`src/rtl/uart_reg_pkg.sv`:
```
package uart_reg_pkg;
  localparam int DATA_W = 8;
  localparam int ADDR_W = 3;

  typedef enum logic [ADDR_W-1:0] {
    OFS_DATA  = 3'd0,
    OFS_IEN   = 3'd1,
    OFS_IID   = 3'd2,
    OFS_LCTL  = 3'd3,
    OFS_MCTL  = 3'd4,
    OFS_LSTAT = 3'd5,
    OFS_MSTAT = 3'd6,
    OFS_SCR   = 3'd7
  } reg_ofs_e;

  localparam logic [DATA_W-1:0] IID_NONE   = 8'h01;
  localparam logic [DATA_W-1:0] IID_TXE    = 8'h02;
  localparam logic [DATA_W-1:0] IID_RXD    = 8'h04;
  localparam logic [DATA_W-1:0] MSTAT_IDLE = 8'hB0;
endpackage

```
`src/rtl/uart_rx_hold.sv`:
```
module uart_rx_hold #(
  parameter int W = 8
) (
  input  logic         clk,
  input  logic         rst_n,
  input  logic         rx_valid,
  input  logic         rx_break,
  input  logic [W-1:0] rx_byte,
  input  logic         data_read,
  output logic [W-1:0] rbr_q,
  output logic         rdy_q,
  output logic         brk_q,
  output logic         rdy_d
);
  logic [W-1:0] rbr_d;
  logic         brk_d;

  // Order sets the priority: break, then byte, then the read clearing.
  always_comb begin
    rbr_d = rbr_q;
    rdy_d = rdy_q;
    brk_d = brk_q;
    if (data_read) begin
      rdy_d = 1'b0;
      brk_d = 1'b0;
    end
    if (rx_valid) begin
      rbr_d = rx_byte;
      rdy_d = 1'b1;
    end
    if (rx_break) begin
      rbr_d = '0;
      rdy_d = 1'b1;
      brk_d = 1'b1;
    end
  end

  always_ff @(posedge clk or negedge rst_n) begin
    if (!rst_n) begin
      rbr_q <= '0;
      rdy_q <= 1'b0;
      brk_q <= 1'b0;
    end else begin
      rbr_q <= rbr_d;
      rdy_q <= rdy_d;
      brk_q <= brk_d;
    end
  end

  p_break_load_r8: assert property (@(posedge clk) disable iff (!rst_n)
    rx_break |=> (rbr_q == '0) && rdy_q && brk_q);

  p_read_clears_r7: assert property (@(posedge clk) disable iff (!rst_n)
    (data_read && !rx_valid && !rx_break) |=> !rdy_q && !brk_q);
endmodule

```
`src/rtl/uart_irq_unit.sv`:
```
module uart_irq_unit
  import uart_reg_pkg::*;
#(
  parameter int IEN_W = 4
) (
  input  logic              clk,
  input  logic              rst_n,
  input  logic              rdy_q,
  input  logic              rdy_d,
  input  logic [IEN_W-1:0]  ien_q,
  input  logic [IEN_W-1:0]  ien_d,
  input  logic              arm_pend,
  input  logic              iid_read,
  output logic [DATA_W-1:0] iid,
  output logic              irq
);
  logic thr_pend_q, thr_pend_d;
  logic irq_d;

  always_comb begin
    if (rdy_q && ien_q[0])           iid = IID_RXD;
    else if (thr_pend_q && ien_q[1]) iid = IID_TXE;
    else                             iid = IID_NONE;
  end

  always_comb begin
    thr_pend_d = thr_pend_q;
    if (iid_read && (iid == IID_TXE)) thr_pend_d = 1'b0;
    if (arm_pend)                     thr_pend_d = 1'b1;
    irq_d = (rdy_d && ien_d[0]) || (thr_pend_d && ien_d[1]);
  end

  always_ff @(posedge clk or negedge rst_n) begin
    if (!rst_n) begin
      thr_pend_q <= 1'b0;
      irq        <= 1'b0;
    end else begin
      thr_pend_q <= thr_pend_d;
      irq        <= irq_d;
    end
  end

  p_irq_level_r3: assert property (@(posedge clk) disable iff (!rst_n)
    irq == (iid != IID_NONE));

  p_txe_clear_r4: assert property (@(posedge clk) disable iff (!rst_n)
    (iid_read && (iid == IID_TXE) && !arm_pend) |=> !thr_pend_q);

  p_arm_pend_r5: assert property (@(posedge clk) disable iff (!rst_n)
    arm_pend |=> thr_pend_q);
endmodule

```
`src/rtl/uart_modem_view.sv`:
```
module uart_modem_view
  import uart_reg_pkg::*;
#(
  parameter int MCTL_W = 5
) (
  input  logic [MCTL_W-1:0] mctl,
  output logic [DATA_W-1:0] mstat
);
  localparam int LOOP_BIT = MCTL_W - 1;

  always_comb begin
    if (mctl[LOOP_BIT]) mstat = {mctl[3], mctl[2], mctl[0], mctl[1], 4'b0000};
    else                mstat = MSTAT_IDLE;
  end
endmodule

```
`src/rtl/uart_regfile.sv`:
```
module uart_regfile
  import uart_reg_pkg::*;
#(
  parameter int IEN_W  = 4,
  parameter int MCTL_W = 5
) (
  input  logic                clk,
  input  logic                rst_n,
  input  logic [ADDR_W-1:0]   bus_addr,
  input  logic                bus_wr,
  input  logic                bus_rd,
  input  logic [DATA_W-1:0]   bus_wdata,
  output logic [DATA_W-1:0]   bus_rdata,
  output logic                irq,
  output logic                tx_strobe,
  output logic [DATA_W-1:0]   tx_byte,
  input  logic                rx_valid,
  input  logic [DATA_W-1:0]   rx_byte,
  input  logic                rx_break,
  output logic [2*DATA_W-1:0] divisor_o,
  output logic [DATA_W-1:0]   line_ctrl_o,
  output logic [MCTL_W-1:0]   modem_ctrl_o
);
  localparam int DLAB_BIT = DATA_W - 1;

  reg_ofs_e ofs;
  logic dlab;
  logic wr_tx, wr_dlo, wr_dhi, wr_ien, wr_lctl, wr_mctl, wr_scr;
  logic rd_data, rd_iid;

  logic [DATA_W-1:0] div_lo_q, div_lo_d, div_hi_q, div_hi_d;
  logic [IEN_W-1:0]  ien_q, ien_d;
  logic [DATA_W-1:0] lctl_q, lctl_d, scr_q, scr_d;
  logic [MCTL_W-1:0] mctl_q, mctl_d;
  logic              tx_stb_d;
  logic [DATA_W-1:0] tx_byte_d;

  logic [DATA_W-1:0] rbr_q, iid, mstat, lstat;
  logic rdy_q, brk_q, rdy_d;

  assign ofs  = reg_ofs_e'(bus_addr);
  assign dlab = lctl_q[DLAB_BIT];

  always_comb begin
    wr_tx   = bus_wr && (ofs == OFS_DATA) && !dlab;
    wr_dlo  = bus_wr && (ofs == OFS_DATA) && dlab;
    wr_dhi  = bus_wr && (ofs == OFS_IEN)  && dlab;
    wr_ien  = bus_wr && (ofs == OFS_IEN)  && !dlab;
    wr_lctl = bus_wr && (ofs == OFS_LCTL);
    wr_mctl = bus_wr && (ofs == OFS_MCTL);
    wr_scr  = bus_wr && (ofs == OFS_SCR);
    rd_data = bus_rd && (ofs == OFS_DATA) && !dlab;
    rd_iid  = bus_rd && (ofs == OFS_IID);
  end

  // Next-state logic
  always_comb begin
    div_lo_d  = wr_dlo  ? bus_wdata : div_lo_q;
    div_hi_d  = wr_dhi  ? bus_wdata : div_hi_q;
    ien_d     = wr_ien  ? bus_wdata[IEN_W-1:0] : ien_q;
    lctl_d    = wr_lctl ? bus_wdata : lctl_q;
    mctl_d    = wr_mctl ? bus_wdata[MCTL_W-1:0] : mctl_q;
    scr_d     = wr_scr  ? bus_wdata : scr_q;
    tx_stb_d  = wr_tx;
    tx_byte_d = wr_tx   ? bus_wdata : tx_byte;
  end

  always_ff @(posedge clk or negedge rst_n) begin
    if (!rst_n) begin
      div_lo_q  <= '0;
      div_hi_q  <= '0;
      ien_q     <= '0;
      lctl_q    <= '0;
      mctl_q    <= '0;
      scr_q     <= '0;
      tx_strobe <= 1'b0;
      tx_byte   <= '0;
    end else begin
      div_lo_q  <= div_lo_d;
      div_hi_q  <= div_hi_d;
      ien_q     <= ien_d;
      lctl_q    <= lctl_d;
      mctl_q    <= mctl_d;
      scr_q     <= scr_d;
      tx_strobe <= tx_stb_d;
      tx_byte   <= tx_byte_d;
    end
  end

  uart_rx_hold #(.W(DATA_W)) u_rx_hold (
    .clk       (clk),
    .rst_n     (rst_n),
    .rx_valid  (rx_valid),
    .rx_break  (rx_break),
    .rx_byte   (rx_byte),
    .data_read (rd_data),
    .rbr_q     (rbr_q),
    .rdy_q     (rdy_q),
    .brk_q     (brk_q),
    .rdy_d     (rdy_d)
  );

  // The holding register empties at once, so a data or enable write re-arms.
  uart_irq_unit #(.IEN_W(IEN_W)) u_irq_unit (
    .clk      (clk),
    .rst_n    (rst_n),
    .rdy_q    (rdy_q),
    .rdy_d    (rdy_d),
    .ien_q    (ien_q),
    .ien_d    (ien_d),
    .arm_pend (wr_tx || wr_ien),
    .iid_read (rd_iid),
    .iid      (iid),
    .irq      (irq)
  );

  uart_modem_view #(.MCTL_W(MCTL_W)) u_modem_view (
    .mctl  (mctl_q),
    .mstat (mstat)
  );

  assign lstat = {1'b0, 1'b1, 1'b1, brk_q, 3'b000, rdy_q};

  always_comb begin
    unique case (ofs)
      OFS_DATA:  bus_rdata = dlab ? div_lo_q : rbr_q;
      OFS_IEN:   bus_rdata = dlab ? div_hi_q : {{(DATA_W-IEN_W){1'b0}}, ien_q};
      OFS_IID:   bus_rdata = iid;
      OFS_LCTL:  bus_rdata = lctl_q;
      OFS_MCTL:  bus_rdata = {{(DATA_W-MCTL_W){1'b0}}, mctl_q};
      OFS_LSTAT: bus_rdata = lstat;
      OFS_MSTAT: bus_rdata = mstat;
      OFS_SCR:   bus_rdata = scr_q;
      default:   bus_rdata = '0;
    endcase
  end

  assign divisor_o    = {div_hi_q, div_lo_q};
  assign line_ctrl_o  = lctl_q;
  assign modem_ctrl_o = mctl_q;

  p_tx_issue_r6: assert property (@(posedge clk) disable iff (!rst_n)
    (bus_wr && (bus_addr == OFS_DATA) && !lctl_q[DLAB_BIT])
      |=> tx_strobe && (tx_byte == $past(bus_wdata)));

  p_div_no_tx_r2: assert property (@(posedge clk) disable iff (!rst_n)
    (bus_wr && (bus_addr == OFS_DATA) && lctl_q[DLAB_BIT]) |=> !tx_strobe);

  p_txe_status_r6: assert property (@(posedge clk) disable iff (!rst_n)
    (bus_addr == OFS_LSTAT) |-> (bus_rdata[6:5] == 2'b11));
endmodule

```
`config.mk`:
```
export PLATFORM = sky130hd
export DESIGN_NAME = uart_regfile
export DESIGN_NICKNAME = d
export VERILOG_FILES = /design/src/rtl/uart_reg_pkg.sv /design/src/rtl/uart_rx_hold.sv /design/src/rtl/uart_irq_unit.sv /design/src/rtl/uart_modem_view.sv /design/src/rtl/uart_regfile.sv
export SDC_FILE = /design/constraint.sdc
export NUM_CORES = 1
export LEC_CHECK = 0
export BUFFER_PORTS_ARGS = -buffer_cell sky130_fd_sc_hd__buf_4
export CORE_ASPECT_RATIO = 1.25
export CORE_UTILIZATION = 45
export DETAILED_ROUTE_END_ITERATION = 8
export GPL_ROUTABILITY_DRIVEN = 0
export GPL_TIMING_DRIVEN = 0
export PLACE_DENSITY = 0.76
export SETUP_SLACK_MARGIN = 0.2
export SYNTH_ARGS = -nofsm -noshare
export SYNTH_HDL_FRONTEND = slang
export SYNTH_HIERARCHICAL = 1
export SYNTH_SLANG_ARGS = --single-unit
```
`constraint.sdc`:
```
create_clock -name clk -period 2.1 [get_ports clk]
set_input_delay 0.315 -clock clk [delete_from_list [all_inputs] [get_ports clk]]
set_output_delay 0.315 -clock clk [all_outputs]
set_load 0.02 [all_outputs]
```
Word-level counts from Yosys, hierarchy flattened
Cells that the tools add are included.

Output and inout port bits: 47. Memories kept: 0. Input port bits: 25. Memory bits (read-only): 0. Memory bits (writable): 0. Logic and storage cells: 61. Register bits after elaboration: 62. Bits in latches: 0.

Magnitude comparators: 0. $add $sub $neg: 0. Equality and inequality tests: 8. Reduce and logical (&&, ||, !) cells: 23. Shift operators: 0. Multipliers: 0. Div/mod/pow operators: 0. Bitwise operators: 0. Mux-type cells: 16.

Operators by type and width (count): case mux 8 bit (8 select lines) (1); two-way mux 8 bit (5); logical AND 1 bit (17); equality test 3 bit (second input constant) (4); equality test 3 x 2 -> 1 bit (second input constant) (3); two-way mux 1 bit (7); two-way mux 2 bit (2); nonzero test 2 bit (2); equality test 3 x 1 -> 1 bit (second input constant) (1); logical NOT 3 bit (1); two-way mux 3 bit (1); logical OR 1 bit (2); logical NOT 1 bit (1).

Longest topological paths before layout
Gate-level depths: netlist of run 1.

Depth after elaboration: 9. Gate-level depth with buffers: 7. Depth with buffers taken out: 7.

Hierarchy
Netlist of run 1, hierarchy kept.

Modules (own cells, without submodules): uart_regfile (area each 2563.7 µm², cells each 202, sequential area each 1251.2 µm², times used 1); uart_rx_hold (area each 396.6 µm², cells each 31, sequential area each 250.2 µm², times used 1); uart_irq_unit (area each 142.6 µm², cells each 16, sequential area each 50.0 µm², times used 1); uart_modem_view (area each 58.8 µm², cells each 9, sequential area each 0.0 µm², times used 1).

Least setup slack after synthesis of run 1
Ideal clock, no wire load.

Path kind: register to register. From: register lctl_q[7] (netlist: line_ctrl_o[7]). To: register u_irq_unit.irq. Path slack: 0.172 ns. Period minus slack after synthesis: 1.928 ns. Required time: 1.980 ns. Cell stages (with the launch flop): 8. Path buffers: 2. Data arrival time: 1.808 ns. Library setup time: 0.120 ns. Cells stage by stage: dfrtp_1 buf_2 buf_2 and3b_1 inv_1 a211o_1 a22o_1 a31o_1.

Word-level cells in the longest chain between the ends: 7. Elaborated cells between the ends (all ways): 13. Those cells by class: mux (5); reduce/logical (8).

RTL lines: start: declaration (line uart_regfile.sv:33) `logic [DATA_W-1:0] lctl_q, lctl_d, scr_q, scr_d;`; start signal: assignment (line uart_regfile.sv:82) `lctl_q <= lctl_d;`; logical NOT 1 bit (line uart_regfile.sv:52) `rd_data = bus_rd && (ofs == OFS_DATA) && !dlab;`; logical AND 1 bit (line uart_regfile.sv:52); net rd_data (line uart_regfile.sv:29) `logic rd_data, rd_iid;`; two-way mux 1 bit (line uart_rx_hold.sv:23) `if (data_read) begin`; two-way mux 1 bit (line uart_rx_hold.sv:27) `if (rx_valid) begin`; two-way mux 1 bit (line uart_rx_hold.sv:31) `if (rx_break) begin`; net rdy_d (line uart_regfile.sv:39) `logic rdy_q, brk_q, rdy_d;`; logical AND 1 bit (line uart_irq_unit.sv:30) `irq_d = (rdy_d && ien_d[0]) || (thr_pend_d && ien_d[1]);`; logical OR 1 bit (line uart_irq_unit.sv:30); net u_irq_unit.irq_d (line uart_irq_unit.sv:18) `logic irq_d;`; end signal: assignment (line uart_irq_unit.sv:39) `irq <= irq_d;`; end: declaration (line uart_irq_unit.sv:15) `output logic irq`.

The timed path passes the listed nets, and every way through them passes these cells. A chain may end at the register's enable or synchronous reset.

Final worst setup path of run 1
From: register lctl_q[7] (netlist: line_ctrl_o[7]). To: register u_irq_unit.irq.

Elaborated cells between the ends (all ways): 13. Those cells by class: mux (5); reduce/logical (8).

RTL lines: logical NOT 1 bit (line uart_regfile.sv:48) `wr_ien = bus_wr && (ofs == OFS_IEN) && !dlab;`; logical AND 1 bit (line uart_regfile.sv:48); two-way mux 2 bit (line uart_regfile.sv:60) `ien_d = wr_ien ? bus_wdata[IEN_W-1:0] : ien_q;`; net ien_d[0] (line uart_regfile.sv:32) `logic [IEN_W-1:0] ien_q, ien_d;`; logical AND 1 bit (line uart_irq_unit.sv:30); logical OR 1 bit (line uart_irq_unit.sv:30); net u_irq_unit.irq_d (line uart_irq_unit.sv:18).

The timed path passes the listed nets, and every way through them passes these cells.

==> results of run 1 <==
==> cell type report <==
cell class                 instances  area [um^2]  area share
multi-input combinational        177         1610       0.369
clock buffer                      12          145      0.0332
inverter                           6         22.5     0.00515
buffer                            20          191      0.0438
timing repair buffer              84          671       0.153
clock inverter                     4         70.1      0.0160
tap                               87          109      0.0249
sequential                        62         1550       0.355
==> logic make-up after synthesis <==
group,Yosys count,synth area share
AO/OA/AOI/OAI,39,0.0934
multiplexers,76,0.260
other,2,0.00238
buffers and inverters,26,0.0518
flip-flops,62,0.491
AND/OR/NAND/NOR,53,0.101
==> sequential cells by signal, summed over array words and instances (netlist names) <==
name,cells
u_irq_unit/irq,1
u_rx_hold/rdy_q,1
ien_q,4
u_rx_hold/brk_q,1
tx_strobe,1
modem_ctrl_o,5
scr_q,8
u_irq_unit/thr_pend_q,1
u_rx_hold/rbr_q,8
tx_byte,8
div_lo_q,8
line_ctrl_o,8
div_hi_q,8
==> timing repair <==
action | CTS | global route
buffers inserted | 9 | 5
endpoints found under the setup margin | 9 | 9
resized for setup | 30 | 22
gates cloned | 0 | 1
pin swaps | 10 | 7
==> cells in the final DEF (no fill, tap or decap), types with 3 or more instances in the layout <==
master,count
conb_1,9
mux2_2,50
buf_4,88
mux2i_4,3
nor3_1,3
inv_1,5
clkbuf_8,12
nor2b_1,4
a21oi_2,3
nor2_1,13
nand2_1,7
a22oi_2,5
nand2b_1,5
dfrtp_1,60
a21oi_1,3
nor3_2,3
a22o_1,4
a221oi_2,3
buf_6,9
mux2i_1,23
==> stage by stage <==
step           power (uW)  cells  hold slack, ns  cell area [um^2]  setup slack (ns)
6_report             4650    452          0.0463              4380            0.0278
4_1_cts              4480    446          0.0746              4210            0.0346
2_1_floorplan        2570    265          0.0194              3190             0.202
3_5_place_dp         3210    421           0.438              3820            -0.280
5_1_grt              4860    452          0.0996              4380           -0.0375
3_3_place_gp         3180    421           0.437              3820            -0.277
==> path summary, 6_finish.rpt <==
| kind | slack, ns | depth (start not counted) | end | startpoint |
|---|---|---|---|---|
| max in group asynchronous | 1.48 | 1 | modem_ctrl_o[4]$_DFFE_PN0P_ | rst_n |
| min in group clk | 0.22 | 3 | u_rx_hold/rbr_q[0]$_DFFE_PN0P_ | rx_byte[0] |
| max reg2reg | 0.03 | 6 | u_irq_unit/irq$_DFF_PN0_ | line_ctrl_o[7]$_DFFE_PN0P_ |
| min | 0.05 | 1 | div_lo_q[0]$_DFFE_PN0P_ | rst_n |
| min reg2reg | 0.48 | 1 | u_rx_hold/brk_q$_DFFE_PN0P_ | u_rx_hold/brk_q$_DFFE_PN0P_ |
| max | 0.03 | 6 | u_irq_unit/irq$_DFF_PN0_ | line_ctrl_o[7]$_DFFE_PN0P_ |
==> routing by layer <==
layer  track usage  vias up
met5             0        -
met4        0.0975        0
met3        0.0474       16
met2         0.411       73
met1         0.306     1255
li1              -     1129
==> power breakdown <==
group          internal [uW]  switching [uW]
logic                    910             848
clock network            698             463
registers               1490             236
total                   3100            1550
==> results.tsv, run 1 <==
metric	value	unit
status	finished, final reports clean	
EDFF count, synth	0	
Core Util, Final	0.654	
vias in the first global route	2450	
CP cell instances	buf_8 -> buf_4 -> nor3_2 -> mux2_2 -> a22o_1 -> a31o_1	
starting density of the core	0.473	
Leak Pwr	0.00205	uW
Total Routing Usage GR	0.242	
crit path kind	reg2reg	
Die W	77.0	um
std cell rows	33	
Peak Freq	0.483	GHz
total negative setup slack	0	ns
Pins Over Slew Limit	0	
Power Dens Cells	1060	nW/um^2
WL met2	4.33	mm
crit-path max cell delay	0.44	ns
met3 wire length	370	um
Final setup violation count	0	
#FFs+latches synth	62	
Die ar.	7370	um^2
period utilization	0.987	
Total Wirelength	8.63	mm
gr ovfl total	0	
met1 wire length	3.73	mm
# H-tree levels	3	
DRC	0	
most common cell in the netlist	dfrtp_1	
final hold vios	0	
WL/cell	19.1	um
total CTS buffers	9	
via count	2473	
first-pass GRT wire length	13.2	mm
Fill cells	519	
Slew HR	0.481	
initial drt markers	248	
ys async rst share	1.00	
height of the die	95.7	um
IO Pins	72	
Area contributors post-synth	dfrtp_1, mux2_2, mux2i_1, buf_4, nor2_1	
Worst Hold Class	in2async	
max_cap viols	0	
RSZ-0062 raised after global routing	true	
Worst IR Drop VDD	0.000688	V
Post-Syn Instances	258	
Top FF cell, synth	dfrtp_1	
Yosys top cell by area	dfrtp_1	
Syn Area/Cell	12.3	um^2
Top Family by Delay on Critical Path	flip-flops	
diodes inserted	0	
Netlist Area Pre-Place	3160	um^2
post-synth top area share	0.491	
Layout area overhead	38.4	%
# nets final	385	
Ys Warns	6	
Clock Tree Root	clkbuf_8	
clock sink count	62	
CP Max Fanout	8	
CP required	2.31	ns
Synth top cells by count	dfrtp_1, mux2_2, mux2i_1	
layout cell share with drive strength beyond 1	0.556	
Slowest-stage cell, CP	dfrtp_2	
CP endpoint kind	flip-flop	
clock latency on the worst-skew pair	0.34	ns
Unique masters post-synth	41	
initial antenna violation count	0	
Max clock buf depth	2	
highest routed layer	met4	
clk_skew	0.00697	ns
largest net degree at the start of global routing	63	
I/O Buffers	69	
clock-pin slew of the registers on the worst-case setup and hold paths	0.07	ns
Routed Antenna Nets	0	
vias per inst	5.47	
Slew @ Worst Pin	0.779	ns
register area share after synthesis	0.491	
Worst Setup Start Kind	flip-flop	
Critical Path AT	2.29	ns
Post-CTS Hold Buffers	0	
DP HPWL	5.57	mm
core area	6690	um^2
Worst Path Buf+Inv	2	
CTS tree	built	
Period minus WS final	2.07	ns
DRT Pass-1 Iters	4	
Power figures use the tool's default switching activity.
==> inputs of run 2 (changes only) <==
--- a/config.mk
+++ b/config.mk
@@ -7,12 +7,12 @@
 export LEC_CHECK = 0
 export BUFFER_PORTS_ARGS = -buffer_cell sky130_fd_sc_hd__buf_4
 export CORE_ASPECT_RATIO = 1.25
-export CORE_UTILIZATION = 45
+export CORE_UTILIZATION = 40
 export DETAILED_ROUTE_END_ITERATION = 8
 export GPL_ROUTABILITY_DRIVEN = 0
 export GPL_TIMING_DRIVEN = 0
-export PLACE_DENSITY = 0.76
-export SETUP_SLACK_MARGIN = 0.2
+export PLACE_DENSITY = 0.7
+export REMOVE_ABC_BUFFERS = 1
 export SYNTH_ARGS = -nofsm -noshare
 export SYNTH_HDL_FRONTEND = slang
 export SYNTH_HIERARCHICAL = 1
==> results.tsv, run 2 (same netlist as run 1, synthesis figures left out) <==
metric	value	unit	change
status	finished, final reports clean		
crit path kind	reg2out		
footprint of the multi-input gates	1510	um^2	-6.4%
Clock power frac	0.259		+0.009
largest net degree at the start of global routing	63		unchanged
Reg2Reg Setup Slack	0.06	ns	+0.03 ns
Comb power frac	0.345		-0.033
Worst IR Drop VDD	0.000490	V	-29%
std cell rows	35		+6.1%
clock latency on the worst-skew pair	0.34	ns	about the same
WL/cell	17.8	um	-6.9%
core area	7530	um^2	+13%
Total Wirelength	7.68	mm	-11%
CP endpoint kind	primary output		
CP Max Fanout	8		unchanged
Sw Ratio	0.329		-0.00376
Slew @ Worst Pin	0.769	ns	-0.00987 ns
Worst Path Buf+Inv	1		-1
Final setup violation count	0		unchanged
period utilization	0.985		-0.00176
vias per inst	5.32		-2.7%
gr ovfl total	0		unchanged
commonest non-fill, non-tap cell in the layout	buf_4		
Die ar.	8270	um^2	+12%
total negative setup slack	0	ns	unchanged
I/O Buffers	71		+2.9%
DRC	0		unchanged
clk_skew	0.00494	ns	-0.00202 ns
Worst Setup Start Kind	flip-flop		
Peak Freq	0.483	GHz	+0.18%
Slew HR	0.487		+0.00658
max_cap viols	0		unchanged
CTS tree	built		
internal power	2920	uW	-5.8%
vias in the first global route	2310		-5.7%
# H-tree levels	3		unchanged
Core Util, Final	0.534		-0.120
# nets final	360		-6.5%
diodes inserted	0		unchanged
height of the die	101	um	+5.9%
most frequent cells in the layout	buf_4, dfrtp_1, mux2_2		
Power Dens Cells	1080	nW/um^2	+1.9%
starting density of the core	0.420		-0.0529
Clock Tree Root	clkbuf_8		
final hold vios	0		unchanged
DP HPWL	5.27	mm	-5.5%
Top Family by Delay on Critical Path	flip-flops		
clock sink count	62		unchanged
Die W	81.5	um	+5.9%
Slowest-stage cell, CP	dfrtp_4		
Post-CTS Hold Buffers	0		unchanged
CP cell instances	nor2b_1 -> a32o_1 -> a22oi_1 -> a22oi_1 -> buf_4		
Max clock buf depth	2		unchanged
Pins Over Slew Limit	0		unchanged
Worst Reg-to-Reg Cells	5		-1
Total Routing Usage GR	0.202		-0.0401
storage element area	1560	um^2	+0.16%
Critical Path AT	1.75	ns	-0.54 ns
worst r2r src	line_ctrl_o[7]$_DFFE_PN0P_		
Worst Hold Class	in2async		
via count	2300		-7.0%
Routed Antenna Nets	0		unchanged
Worst setup startpoint	line_ctrl_o[7]$_DFFE_PN0P_		
Seq pwr share	0.396		+0.024
reg2reg end	u_irq_unit/irq$_DFF_PN0_		
RSZ-0062 raised after global routing	true		
Leak Pwr	0.00189	uW	-7.9%
initial drt markers	159		-36%
CP endpoint	bus_rdata[6]		
cell repeated most along the worst path	a22oi_1		
CP required	1.78	ns	-0.53 ns
first-pass GRT wire length	12.0	mm	-9.1%
Layout area overhead	27.2	%	
crit-path max cell delay	0.55	ns	+0.11 ns
layout cell share with drive strength beyond 1	0.479		-0.0768
IO Pins	72		unchanged
Period minus WS final	2.07	ns	-0.00369 ns
clock-pin slew of the registers on the worst-case setup and hold paths	0.07	ns	about the same
Worst path depth	5		-1
Sw Pwr	1430	uW	-7.4%
Fill cells	682		+31%
DRT Pass-1 Iters	4		unchanged
total CTS buffers	9		unchanged
initial antenna violation count	0		unchanged
run 2: cell types whose count changed in the layout (fill, tap and decap cells not counted), moves of 2 or more:
cell,before,now
buf_4,88,77
buf_6,9,2
a22oi_1,1,5
a22oi_2,5,1
mux2i_1,23,26
mux2i_4,3,0
clkbuf_1,2,0
nor2b_1,4,6
run 2: how the worst min path moves through the flow:
stage | start | end | slack, ns
after floorplan | rst_n | div_hi_q[0]$_DFFE_PN0P_ | 0.02
after global placement | rst_n | line_ctrl_o[1]$_DFFE_PN0P_ | 0.44
after detailed placement | rst_n | line_ctrl_o[1]$_DFFE_PN0P_ | 0.45
after CTS | rst_n | line_ctrl_o[1]$_DFFE_PN0P_ | 0.07
after global routing | rst_n | ien_q[0]$_DFF_PN0_ | 0.12
final | rst_n | line_ctrl_o[1]$_DFFE_PN0P_ | 0.05
run 2: timing repair:
action	in CTS	in global routing
buffers inserted	7	1
pin swaps	1	3
cloned	0	0
gates resized for setup	8	5
endpoints found under the setup margin	26	5
endpoints found under the hold margin	0	0
run 2: per-layer routing:
metal  share of wire  track usage
met1            0.44        0.258
met2            0.50        0.315
met3           0.044       0.0468
met4           0.016        0.109
met5               0            0
run 2: power groups by stage:
| stage | clock [uW] | sequential, uW | combinational (uW) |
|---|---|---|---|
| 2_1_floorplan | 0 | 1980 | 543 |
| 3_3_place_gp | 0 | 1760 | 1380 |
| 3_5_place_dp | 0 | 1770 | 1400 |
| 4_1_cts | 1150 | 1720 | 1490 |
| 5_1_grt | 1200 | 1760 | 1600 |
| 6_report | 1130 | 1720 | 1500 |
run 2: per-stage QoR:
stage,worst slack [ns],power [uW],hold WS [ns],instance area (um^2),cells
after global routing,-0.0673,4570,0.121,4020,432
after floorplan,-0.0453,2520,0.0194,3050,245
after detailed placement,-0.318,3170,0.451,3690,408
after global placement,-0.307,3140,0.440,3690,408
final,0.0315,4350,0.0465,4020,432
after CTS,0.00330,4370,0.0744,4000,431
run 2: cell type report:
type                            instances  share of cell area
Clock inverter                          3             0.00995
Clock buffer                           13              0.0445
Inverter                                6             0.00560
Timing Repair Buffer                   79               0.149
Multi-Input combinational cell        177               0.375
Sequential cell                        62               0.387
Tap cell                               92              0.0286
==> inputs of run 3 (changes only) <==
--- a/config.mk
+++ b/config.mk
@@ -7,10 +7,13 @@
 export LEC_CHECK = 0
 export BUFFER_PORTS_ARGS = -buffer_cell sky130_fd_sc_hd__buf_4
 export CORE_ASPECT_RATIO = 1.25
+export CORE_MARGIN = 1.5
 export CORE_UTILIZATION = 40
+export CTS_BUF_LIST = sky130_fd_sc_hd__clkbuf_8 sky130_fd_sc_hd__clkbuf_16
 export DETAILED_ROUTE_END_ITERATION = 8
 export GPL_ROUTABILITY_DRIVEN = 0
 export GPL_TIMING_DRIVEN = 0
+export MAX_ROUTING_LAYER = met4
 export PLACE_DENSITY = 0.7
 export REMOVE_ABC_BUFFERS = 1
 export SYNTH_ARGS = -nofsm -noshare
==> results.tsv, run 3 (same netlist as run 1, synthesis figures left out) <==
metric	value	unit	change
status	complete, but fails checks		
violations in the final reports	setup timing		
non-filler instance count after layout	435		+0.69%
reg2reg end	u_irq_unit/irq$_DFF_PN0_		
Clock Tree Root	clkbuf_8		
dpl cells	411		+0.74%
Worst IR Drop VDD	0.000754	V	+54%
WL/cell	18.2	um	+2.2%
DP HPWL	5.30	mm	+0.54%
WHS	0.0507	ns	+0.00422 ns
grt met3 use	0.0366		-0.0102
Die W	82.5	um	+1.2%
clock sink count	62		unchanged
footprint of the multi-input gates	1560	um^2	+3.2%
Leak Pwr	0.00191	uW	+0.88%
Total Wirelength	7.90	mm	+2.9%
vias in the first global route	2271		-1.7%
# nets final	360		unchanged
GR Layer Usage met2	0.300		-0.0152
starting density of the core	0.408		-0.0117
first-pass GRT wire length	11.9	mm	-0.68%
period utilization	1.00		+0.0153
largest net degree at the start of global routing	63		unchanged
final hold vios	0		unchanged
most frequent cells in the layout	buf_4, dfrtp_1, mux2_2		
Worst Reg-to-Reg Cells	7		+2
Peak Freq	0.476	GHz	-1.5%
Reg2Reg Setup Slack	0.13	ns	+0.07 ns
Slew HR	0.481		-0.00626
clk_skew	0.00392	ns	-0.00103 ns
CTS tree	built		
CP Max Fanout	6		-2
worst r2r src	line_ctrl_o[7]$_DFFE_PN0P_		
initial antenna violation count	0		unchanged
crit path kind	reg2out		
Fill cells	698		+2.3%
DRC	0		unchanged
placed cell areas	3700	um^2	+0.10%
Slew @ Worst Pin	0.778	ns	+0.00940 ns
Layout area overhead	29.3	%	
crit-path max cell delay	0.54	ns	about the same
Max clock buf depth	2		unchanged
Die ar.	8450	um^2	+2.2%
max_cap viols	0		unchanged
core area	7750	um^2	+2.9%
Period minus WS final	2.10	ns	+0.0321 ns
CP endpoint kind	primary output		
RSZ-0062 raised after global routing	true		
# H-tree levels	3		unchanged
IO Pins	72		unchanged
Core Util, Final	0.528		-0.00644
Worst Hold Class	in2async		
DRT Pass-1 Iters	4		unchanged
CP required	1.78	ns	about the same
Slowest-stage cell, CP	dfrtp_4		
vias per inst	5.34		+0.26%
GRT busiest layer	met2		
storage element area	1560	um^2	unchanged
Final setup violation count	1		+1
Worst Setup Start Kind	flip-flop		
commonest non-fill, non-tap cell in the layout	buf_4		
total CTS buffers	9		unchanged
setup ws final	-0.000592	ns	-0.0321 ns
Placement Setup Slack	-0.313	ns	+0.00423 ns
clock latency on the worst-skew pair	0.35	ns	about the same
I/O Buffers	71		unchanged
Total Routing Usage GR	0.202		+0.000282
initial drt markers	140		-12%
gr ovfl total	0		unchanged
Power Dens Cells	1090	nW/um^2	+1.2%
Design Area, Final	4090	um^2	+1.6%
height of the die	102	um	+0.99%
diodes inserted	0		unchanged
met1 GRT Util	0.269		+0.0116
layout cell share with drive strength beyond 1	0.503		+0.0235
clock-pin slew of the registers on the worst-case setup and hold paths	0.07	ns	about the same
std cell rows	36		+2.9%
Pins Over Slew Limit	0		unchanged
Routed Antenna Nets	0		unchanged
via count	2322		+0.96%
Critical Path AT	1.79	ns	+0.04 ns
CP cell instances	buf_6 -> mux2i_1 -> nor3_2 -> a211oi_2 -> a21oi_1 -> buf_4		
-- run 3: metal layers --
layer,up-vias,part of all wire
met5,-,0
met4,0,0.017
met3,12,0.045
met2,61,0.50
met1,1170,0.44
li1,1079,-
-- run 3: worst max-delay path by stage --
stage / from / to
after CTS: line_ctrl_o[7]$_DFFE_PN0P_ / bus_rdata[0]
after detailed placement: bus_addr[1] / u_irq_unit/irq$_DFF_PN0_
after floorplan: line_ctrl_o[7]$_DFFE_PN0P_ / bus_rdata[4]
final: line_ctrl_o[7]$_DFFE_PN0P_ / bus_rdata[0]
after global routing: u_rx_hold/rdy_q$_DFF_PN0_ / bus_rdata[0]
after global placement: bus_addr[1] / u_irq_unit/irq$_DFF_PN0_
-- run 3: final cells by class --
cell class / instances / share of cell area
timing repair buffer: 79 / 0.147
clock buffer: 11 / 0.0370
sequential: 62 / 0.381
tap: 95 / 0.0291
multi-input combinational: 177 / 0.381
clock inverter: 5 / 0.0199
inverter: 6 / 0.00551
-- run 3: per-stage QoR --
| stage | TNS, ns | total power (uW) |
|---|---|---|
| 2_1_floorplan | -0.104 | 2520 |
| 3_3_place_gp | -2.55 | 3140 |
| 3_5_place_dp | -2.72 | 3170 |
| 4_1_cts | -0.0000739 | 4460 |
| 5_1_grt | -0.0723 | 4690 |
| 6_report | -0.000592 | 4470 |
-- run 3: where the power goes --
group	total, uW	switching (uW)	internal, uW
registers	1730	238	1490
clock network	1200	472	732
logic	1540	766	771
total	4470	1480	3000
-- run 3: repair_timing --
action	in CTS	in global routing
hold buffers	0	0
buffers inserted	8	1
endpoints found under the setup margin	25	8
gates resized for setup	11	13
pin swaps	2	5
-- run 3: critical path, delay by kind of cell, from the launching register on --
kind            cells  cell delay (ns)
mux                 1             0.17
simple gates        1             0.08
compound gates      2             0.31
flops               1             0.54
buf+inv             2             0.34
